**src/rtl/pgdram_pkg.sv**
```systemverilog
package pgdram_pkg;

    typedef enum logic [2:0] {
        ST_IDLE = 3'd0,
        ST_RCD  = 3'd1,
        ST_CAS  = 3'd2,
        ST_PRE  = 3'd3,
        ST_TAIL = 3'd4
    } seq_state_e;

    // field slots inside the packed timing word
    localparam int unsigned FLD_RCD   = 0;
    localparam int unsigned FLD_FIRST = 1;
    localparam int unsigned FLD_PAGE  = 2;
    localparam int unsigned FLD_PRE   = 3;
    localparam int unsigned NUM_FIELDS = 4;

endpackage

```
**src/rtl/pgdram_field_decode.sv**
```systemverilog
// Turns a timing code into a down-counter reload value.
// Code k means k clocks, code 0 means 2**W clocks; the reload is clocks-1,
// which is exactly code-1 taken modulo 2**W.
module pgdram_field_decode #(
    parameter int FIELD_W = 3
) (
    input  logic [FIELD_W-1:0] code_i,
    output logic [FIELD_W-1:0] reload_o
);
    localparam logic [FIELD_W-1:0] ONE = FIELD_W'(1);

    always_comb begin
        reload_o = code_i - ONE;
    end
endmodule

```
**src/rtl/pgdram_cfg_check.sv**
```systemverilog
// Flags illegal timing before an access is started.
module pgdram_cfg_check #(
    parameter int FIELD_W = 3,
    parameter int ECC_SUM = 4
) (
    input  logic               ecc_en_i,
    input  logic [FIELD_W-1:0] rcd_reload_i,
    input  logic [FIELD_W-1:0] page_reload_i,
    input  logic [FIELD_W-1:0] pre_reload_i,
    output logic               bad_o
);
    // clocks = reload + 1 on both fields, so the sum rule becomes reload sum == ECC_SUM-2
    localparam logic [FIELD_W:0] RELOAD_SUM = (FIELD_W+1)'(ECC_SUM - 2);

    logic               rcd_reserved;
    logic               ecc_bad;
    logic [FIELD_W:0]   reload_sum;

    always_comb begin
        rcd_reserved = (rcd_reload_i == '0);   // code 1 -> one clock, reserved
        reload_sum   = {1'b0, page_reload_i} + {1'b0, pre_reload_i};
        ecc_bad      = ecc_en_i && (reload_sum != RELOAD_SUM);
        bad_o        = rcd_reserved || ecc_bad;
    end
endmodule

```
**src/rtl/pgdram_seq_fsm.sv**
```systemverilog
module pgdram_seq_fsm
    import pgdram_pkg::*;
#(
    parameter int FIELD_W = 3,
    parameter int BEATS   = 4,
    parameter int BEAT_W  = 2
) (
    input  logic               clk,
    input  logic               rst_n,
    input  logic               start_i,
    input  logic               burst_i,
    input  logic               bad_cfg_i,
    input  logic [FIELD_W-1:0] rcd_reload_i,
    input  logic [FIELD_W-1:0] first_reload_i,
    input  logic [FIELD_W-1:0] page_reload_i,
    input  logic [FIELD_W-1:0] pre_reload_i,
    output logic               ras_n_o,
    output logic               cas_n_o,
    output logic               col_sel_o,
    output logic [BEAT_W-1:0]  col_beat_o,
    output logic               data_stb_o,
    output logic               done_o,
    output logic               cfg_err_o,
    output logic               busy_o
);
    localparam logic [BEAT_W-1:0] LAST_BEAT = BEAT_W'(BEATS - 1);

    typedef struct packed {
        seq_state_e         st;
        logic [FIELD_W-1:0] cnt;
        logic [BEAT_W-1:0]  beat;
        logic               multi;
        logic [FIELD_W-1:0] first;
        logic [FIELD_W-1:0] page;
        logic [FIELD_W-1:0] pre;
        logic               done;
        logic               err;
    } seq_t;

    seq_t seq_d, seq_q;

    always_comb begin
        seq_d      = seq_q;
        seq_d.done = 1'b0;
        seq_d.err  = 1'b0;
        unique case (seq_q.st)
            ST_IDLE: begin
                if (start_i) begin
                    if (bad_cfg_i) begin
                        seq_d.err = 1'b1;
                    end else begin
                        seq_d.st    = ST_RCD;
                        seq_d.cnt   = rcd_reload_i;
                        seq_d.beat  = '0;
                        seq_d.multi = burst_i;
                        seq_d.first = first_reload_i;
                        seq_d.page  = page_reload_i;
                        seq_d.pre   = pre_reload_i;
                    end
                end
            end
            ST_RCD: begin
                if (seq_q.cnt == '0) begin
                    seq_d.st  = ST_CAS;
                    seq_d.cnt = seq_q.first;
                end else begin
                    seq_d.cnt = seq_q.cnt - 1'b1;
                end
            end
            ST_CAS: begin
                if (seq_q.cnt == '0) begin
                    if (seq_q.multi && (seq_q.beat != LAST_BEAT)) begin
                        seq_d.st   = ST_PRE;
                        seq_d.cnt  = seq_q.pre;
                        seq_d.beat = seq_q.beat + 1'b1;
                    end else begin
                        seq_d.st = ST_TAIL;
                    end
                end else begin
                    seq_d.cnt = seq_q.cnt - 1'b1;
                end
            end
            ST_PRE: begin
                if (seq_q.cnt == '0) begin
                    seq_d.st  = ST_CAS;
                    seq_d.cnt = seq_q.page;
                end else begin
                    seq_d.cnt = seq_q.cnt - 1'b1;
                end
            end
            ST_TAIL: begin
                seq_d.st   = ST_IDLE;
                seq_d.done = 1'b1;
            end
            default: begin
                seq_d.st = ST_IDLE;
            end
        endcase
    end

    always_ff @(posedge clk or negedge rst_n) begin
        if (!rst_n) begin
            seq_q <= '{st: ST_IDLE, default: '0};
        end else begin
            seq_q <= seq_d;
        end
    end

    always_comb begin
        ras_n_o    = (seq_q.st == ST_IDLE);
        cas_n_o    = (seq_q.st != ST_CAS);
        col_sel_o  = (seq_q.st == ST_CAS) || (seq_q.st == ST_PRE) || (seq_q.st == ST_TAIL);
        col_beat_o = seq_q.beat;
        data_stb_o = (seq_q.st == ST_CAS) && (seq_q.cnt == '0);
        done_o     = seq_q.done;
        cfg_err_o  = seq_q.err;
        busy_o     = (seq_q.st != ST_IDLE);
    end
endmodule

```
**src/rtl/pgdram_strobe_seq.sv**
```systemverilog
module pgdram_strobe_seq
    import pgdram_pkg::*;
#(
    parameter  int FIELD_W = 3,
    parameter  int BEATS   = 4,
    parameter  int ECC_SUM = 4,
    localparam int BEAT_W  = (BEATS > 1) ? $clog2(BEATS) : 1,
    localparam int TIME_W  = NUM_FIELDS * FIELD_W
) (
    input  logic              clk,
    input  logic              rst_n,
    input  logic              start_i,
    input  logic              burst_i,
    input  logic              ecc_en_i,
    input  logic [TIME_W-1:0] timing_i,
    output logic              ras_n_o,
    output logic              cas_n_o,
    output logic              col_sel_o,
    output logic [BEAT_W-1:0] col_beat_o,
    output logic              data_stb_o,
    output logic              done_o,
    output logic              cfg_err_o
);
    logic [FIELD_W-1:0] reload [NUM_FIELDS];
    logic               bad_cfg;
    logic               busy;

    for (genvar f = 0; f < NUM_FIELDS; f++) begin : g_field
        pgdram_field_decode #(.FIELD_W(FIELD_W)) u_dec (
            .code_i   (timing_i[f*FIELD_W +: FIELD_W]),
            .reload_o (reload[f])
        );
    end

    pgdram_cfg_check #(.FIELD_W(FIELD_W), .ECC_SUM(ECC_SUM)) u_cfg (
        .ecc_en_i      (ecc_en_i),
        .rcd_reload_i  (reload[FLD_RCD]),
        .page_reload_i (reload[FLD_PAGE]),
        .pre_reload_i  (reload[FLD_PRE]),
        .bad_o         (bad_cfg)
    );

    pgdram_seq_fsm #(.FIELD_W(FIELD_W), .BEATS(BEATS), .BEAT_W(BEAT_W)) u_fsm (
        .clk            (clk),
        .rst_n          (rst_n),
        .start_i        (start_i),
        .burst_i        (burst_i),
        .bad_cfg_i      (bad_cfg),
        .rcd_reload_i   (reload[FLD_RCD]),
        .first_reload_i (reload[FLD_FIRST]),
        .page_reload_i  (reload[FLD_PAGE]),
        .pre_reload_i   (reload[FLD_PRE]),
        .ras_n_o        (ras_n_o),
        .cas_n_o        (cas_n_o),
        .col_sel_o      (col_sel_o),
        .col_beat_o     (col_beat_o),
        .data_stb_o     (data_stb_o),
        .done_o         (done_o),
        .cfg_err_o      (cfg_err_o),
        .busy_o         (busy)
    );
endmodule

```
**config.mk**
```make
export PLATFORM = sky130hd
export DESIGN_NAME = pgdram_strobe_seq
export DESIGN_NICKNAME = d
export VERILOG_FILES = /design/src/rtl/pgdram_pkg.sv /design/src/rtl/pgdram_field_decode.sv /design/src/rtl/pgdram_cfg_check.sv /design/src/rtl/pgdram_seq_fsm.sv /design/src/rtl/pgdram_strobe_seq.sv
export SDC_FILE = /design/constraint.sdc
export NUM_CORES = 1
export LEC_CHECK = 0
export BUFFER_PORTS_ARGS = -buffer_cell sky130_fd_sc_hd__buf_4
export CORE_MARGIN = 4
export CORE_UTILIZATION = 49
export DETAILED_ROUTE_END_ITERATION = 6
export PLACE_DENSITY_LB_ADDON = 0.05
export SKIP_LAST_GASP = 1
export SYNTH_ARGS = -nofsm -noshare
export SYNTH_HDL_FRONTEND = slang
export SYNTH_SLANG_ARGS = --single-unit
```
**constraint.sdc**
```tcl
create_clock -name clk -period 1.7 [get_ports clk]
set_input_delay 0.085 -clock clk [delete_from_list [all_inputs] [get_ports clk]]
set_output_delay 0.085 -clock clk [all_outputs]
set_load 0.02 [all_outputs]
```
* After elaboration in Yosys (flattened, before gate mapping) *
Index checks and enable logic that the tools add are counted.

operators by class
  add/subtract/negate cells = 7
  equal/unequal tests = 13
  muxes and demuxes = 17
  bitwise operators = 1
  reductions and logical operators = 16

operators by type and width
  operator                                                                 count
  18-bit 2-to-1 mux                                                        2
  3-bit 2-to-1 mux                                                         6
  3-bit by 1-bit subtractor with 3-bit output, second input constant       5
  3-bit one-hot mux with 4 select lines                                    1
  3-bit zero test                                                          3
  3-bit one-hot mux with 3 select lines                                    1
  4-bit AND reduction                                                      2
  3-bit by 2-bit equality test with 1-bit output, second input constant    2
  2-bit by 1-bit inequality test with 1-bit output, second input constant  3
  2-bit inequality test, second input constant                             3
  3-bit by 2-bit inequality test with 1-bit output, second input constant  2
  5-bit 2-to-1 mux                                                         1
  5-bit AND reduction                                                      1
  3-bit by 3-bit adder with 4-bit output                                   1
  1-bit 2-to-1 mux                                                         4
  4-bit by 2-bit inequality test with 1-bit output, second input constant  1
  2-bit one-hot mux with 2 select lines                                    1
  4-bit nonzero test                                                       1
  3-bit by 1-bit equality test with 1-bit output, second input constant    1
  3-bit equality test, second input constant                               1
  1-bit logical AND                                                        3
  1-bit logical OR                                                         3
  3-bit AND reduction                                                      1
  2-bit by 1-bit adder with 2-bit output, second input constant            1
  4 further kinds                                                          4

storage, ports and cells
  bits in registers = 20
  logic and storage cells = 63

* Longest topological paths before layout *
  word-level depth = 8
  mapped depth = 10
  gate-level depth less buffers = 9

* Modules after synthesis *
A second synthesis with hierarchy kept.

unflattened totals
  cell total of the unflattened synthesis = 131
  area, all modules = 1330.0 um^2

by module, submodules not included
  module               instances  cells each  area an instance (um^2)
  pgdram_seq_fsm       1          98          1093.5
  pgdram_field_decode  4          5           32.5
  pgdram_cfg_check     1          13          106.4

* Worst setup path after synthesis *
Ideal clock, no wire load.

  path type = input -> register
  start = input timing_i[6]
  end = register u_fsm.seq_q[16] (netlist bit)
  arrival time = 2.263 ns
  slack = -0.688 ns
  cell stages on the path = 8
  buffers on the path = 0
  cells stage by stage = inv_1 > ha_1 > fa_1 > or3_4 > a211oi_4 > o211ai_4 > a21oi_2 > mux2_2

on the way
  cells in the longest elaborated chain, start to end = 7

RTL lines
  what                                              line                       RTL
  start: declaration                                pgdram_strobe_seq.sv:15    input logic [TIME_W-1:0] timing_i,
  3-bit by 1-bit subtractor with 3-bit output       pgdram_field_decode.sv:13  reload_o = code_i - ONE;
  3-bit by 3-bit adder with 4-bit output            pgdram_cfg_check.sv:21     reload_sum = {1'b0, page_reload_i} + {1'b0, pre_reload_i};
  4-bit by 2-bit inequality test with 1-bit output  pgdram_cfg_check.sv:22     ecc_bad = ecc_en_i && (reload_sum != RELOAD_SUM);
  1-bit logical AND                                 pgdram_cfg_check.sv:22
  1-bit logical OR                                  pgdram_cfg_check.sv:23     bad_o = rcd_reserved || ecc_bad;
  2-bit inequality test (no line)                   -
  4-bit AND reduction (no line)                     -
  end signal: assignment                            pgdram_seq_fsm.sv:105      seq_q <= seq_d;
  end: declaration                                  pgdram_seq_fsm.sv:40       seq_t seq_d, seq_q;

No other way between the ends.
A chain may end at the register's enable or synchronous reset.

* Worst setup path after layout *
  start = input timing_i[9]
  end = register u_fsm.seq_q[16] (netlist bit)

on the way
  cells in the longest elaborated chain, start to end = 7

RTL lines
  what                                              line                       RTL
  3-bit by 1-bit subtractor with 3-bit output       pgdram_field_decode.sv:13
  via g_field[3].u_dec.reload_o[0]                  pgdram_field_decode.sv:8   output logic [FIELD_W-1:0] reload_o
  3-bit by 3-bit adder with 4-bit output            pgdram_cfg_check.sv:21
  4-bit by 2-bit inequality test with 1-bit output  pgdram_cfg_check.sv:22
  1-bit logical AND                                 pgdram_cfg_check.sv:22
  1-bit logical OR                                  pgdram_cfg_check.sv:23
  2-bit inequality test (no line)                   -
  4-bit AND reduction (no line)                     -

The timed path passes the listed nets, and every way through them passes these cells.

==> results.md <==
* Bufs on Longest Clock Path at 2
* Share of cells above drive strength 1 at 49.8%
* Number of flops mapped to enable cells by yosys at 0
* Post-DR wirelength/cell at 15.9 um
* WS Path Type: input pin to flop
* I/O pin cnt at 25
* CP endpoint kind: flop
* Worst Skew at 0.00569 ns
* DRC viols at 0
* Placement Rows at 18
* #FFs+latches synth at 20
* Largest net degree at the start of global routing at 21
* Final hold violations at 0
* Placed Area at 0.00184 mm2
* Final nets at 237
* Worst R2R End: u_fsm.seq_q[17]$_DFFE_PN0P_
* Switching portion of total power at 39.3%
* Fin crit share at 113%
* Reg clk slew, reported paths at 0.13 ns
* Maximum vdd drop at 1.17 mV
* Grt ovf at 0
* Vias in the first global route at 1401
* Async SR Flop Fraction at 100%
* Worst Setup Start Kind: input pin
* CP startpoint: timing_i[9]
* Full die area at 0.00371 mm2
* Gpl congestion at 0.979
* Via Count at 1311
* Die W at 61.0 um
* Reg2reg start: u_fsm.seq_q[19]$_DFFE_PN0P_
* Core area at 0.00257 mm2
* Worst hold-check path type: input pin to flop
* Sequential fraction of the synthesis area at 36.4%
* Clk sinks at 20
* CTS tree: done
* IO Port Bufs at 24
* Fill cells at 163
* DRT iter0 DRCs at 61
* End of the critical path: u_fsm.seq_q[16]$_DFFE_PN0P_
* Most common cell in the netlist: nand2_1
* RSZ-0062 raised after global routing: true
* Dpl cells at 225
* Total Wirelength at 3.76 mm
* Final Cell Area at 0.00211 mm2
* Setup violators final at 16
* Failing checks: negative setup slack
* Synth cell count leaders: nand2_1, dfrtp_1, inv_1
* Max Clk Rate at 521 MHz
* Flop pwr share at 26.7%
* # diodes at 0
* Design internal power at 1.90 mW
* Total Routing Usage GR at 22.9%
* Worst skew pair latency at 0.32 ns
* FF-to-FF setup slack at -0.11 ns
* Syn. warnings at 0
* Starting Density at 53.5%
* Unique masters post-synth at 45
* CTS root buffer: clkbuf_4
* Initial antenna violation count at 0
* Total power per unit cell area at 1480 mW/mm2
* DP Wirelength at 2.75 mm
* Post-Syn Nets at 177
* Worst slew pin tran at 0.352 ns
* Run status: complete, but fails checks
* Worst Path Required at 1.92 ns
* Largest fanout on the critical path at 4
* Clock share of power at 13.0%
* Avg Inst Size Synth at 9.28 um2
* Via-to-Cell Ratio at 5.53
* Die height at 61.0 um
* Final worst setup slack at -0.220 ns
* Area Growth Syn to Fin at 53.7%
* Synth top area share at 36.4%
* Primary FF master, synth: dfrtp_1
* Post-Syn Area at 0.00137 mm2
* Gate power share at 60.3%
* CTS H-Tree Depth at 1
* Global-route wire length before repair at 6.24 mm
* Slew headroom at 76.4%
* Leak at 1.00 nW
* Max-cap violation count at 0
* Fin. max-slew vios at 0
* Sw power at 1.23 mW
* Synth area leaders: dfrtp_1, ha_1, nand2_1
* Post-layout minimum cycle time at 1.92 ns
* Mapped Cells at 148
* Post-DRT Antenna Nets at 0
* Post-route insts no fill at 237
* Top cell type by total area after synthesis: dfrtp_1
* DRT Pass-1 Iters at 4
* TritonCTS Buffers at 3
* Reg2Reg Depth at 6
* Critical Path AT at 2.14 ns
[sequential cells by signal (all words and copies together) (netlist names)]
| name | count |
|---|---|
| u_fsm.done_o | 1 |
| u_fsm.seq_q | 16 |
| u_fsm.cfg_err_o | 1 |
| u_fsm.col_beat_o | 2 |
[logic make-up after synthesis]
group	synth area share [%]
buffers and inverters	7.01
flip-flops	36.4
adder cells (fa/ha/maj)	11.5
AND/OR/NAND/NOR	17.9
XOR/XNOR	2.55
multiplexers	3.92
AO/OA/AOI/OAI	20.7
[stage by stage]
stage	setup WS [ns]	hold WS, ns	utilization [%]	total power [mW]	TNS [ns]
after CTS	-0.222	0.0260	80.4	3.00	-2.32
after global routing	-0.272	0.0615	82.3	3.30	-3.18
final	-0.220	0.0300	82.3	3.13	-2.17
after floorplan	-0.415	-0.211	-	1.72	-4.14
after global placement	-0.545	-0.0244	71.8	2.33	-8.40
after detailed placement	-0.609	-0.0181	71.8	2.41	-9.24
[power groups by stage]
stage	clock network, mW	registers (mW)	logic, mW
after global routing	0.432	0.850	2.02
after detailed placement	0	0.809	1.60
after floorplan	0	0.759	0.959
final	0.407	0.835	1.89
after CTS	0.412	0.825	1.76
after global placement	0	0.801	1.53
[worst max-delay path: stages]
cell and delay, ns:
buf_8 0.10, inv_8 0.05, ha_4 0.20, fa_1 0.45, or3_4 0.35, a211oi_4 0.25, o211ai_4 0.14, a21oi_2 0.20
mux2_4 0.31
[worst min-delay path by stage]
stage,startpoint,to,slack [ns],depth (start not counted)
after floorplan,rst_n,u_fsm.cfg_err_o$_DFF_PN0_,-0.21,0
after global placement,rst_n,u_fsm.cfg_err_o$_DFF_PN0_,-0.02,1
after detailed placement,rst_n,u_fsm.cfg_err_o$_DFF_PN0_,-0.02,1
after CTS,timing_i[5],u_fsm.seq_q[10]$_DFFE_PN0P_,0.03,3
after global routing,timing_i[5],u_fsm.seq_q[10]$_DFFE_PN0P_,0.06,3
final,timing_i[5],u_fsm.seq_q[10]$_DFFE_PN0P_,0.03,3
[per-layer routing]
layer / part of all wire (%) / vias up / global-route usage [%]
met4: 1.9 / 0 / 8.67
met2: 53 / 30 / 43.5
met3: 3.2 / 7 / 2.55
met5: 0 / - / 0
met1: 42 / 645 / 25.8
li1: - / 629 / -
[what timing repair did]
item	CTS	global route
pin swaps	6	3
setup endpoints to repair	17	20
hold buffers	5	0
hold endpoints to repair	24	0
gates cloned	1	0
resized for setup	30	13
setup buffers	2	2
[cells in the final DEF, fill, tap and decap left out, types with 2 or more instances in the layout]
master | synthesis | final
a21oi_1 | 3 | 3
a22oi_1 | 2 | 2
a31o_2 | 2 | 2
and2_1 | 3 | 2
and2_4 | 1 | 2
buf_4 | 2 | 47
buf_6 | 0 | 7
clkbuf_4 | 0 | 3
dfrtp_1 | 20 | 17
dfrtp_2 | 0 | 3
dlygate4sd3_1 | 0 | 5
ha_1 | 11 | 7
ha_4 | 0 | 4
inv_1 | 17 | 9
inv_2 | 0 | 4
mux2_2 | 3 | 2
mux2i_1 | 2 | 2
nand2_1 | 23 | 17
nand2_2 | 0 | 6
nor2_1 | 7 | 7
nor2b_1 | 3 | 2
nor3_1 | 2 | 2
o211ai_4 | 1 | 2
o21ai_0 | 8 | 5
o21ai_1 | 4 | 6
o32a_1 | 2 | 2
xnor2_1 | 2 | 2
xor2_1 | 2 | 2
[area by class of cell]
class	instances	area (um2)	area share (%)
tap	30	37.5	1.78
inverter	17	91.3	4.32
multi-input combinational	105	910	43.1
clock inverter	1	30.0	1.42
sequential	20	504	23.9
timing repair buffer	61	517	24.5
clock buffer	3	22.5	1.07
Note: power is estimated with default switching activity, not from simulation.
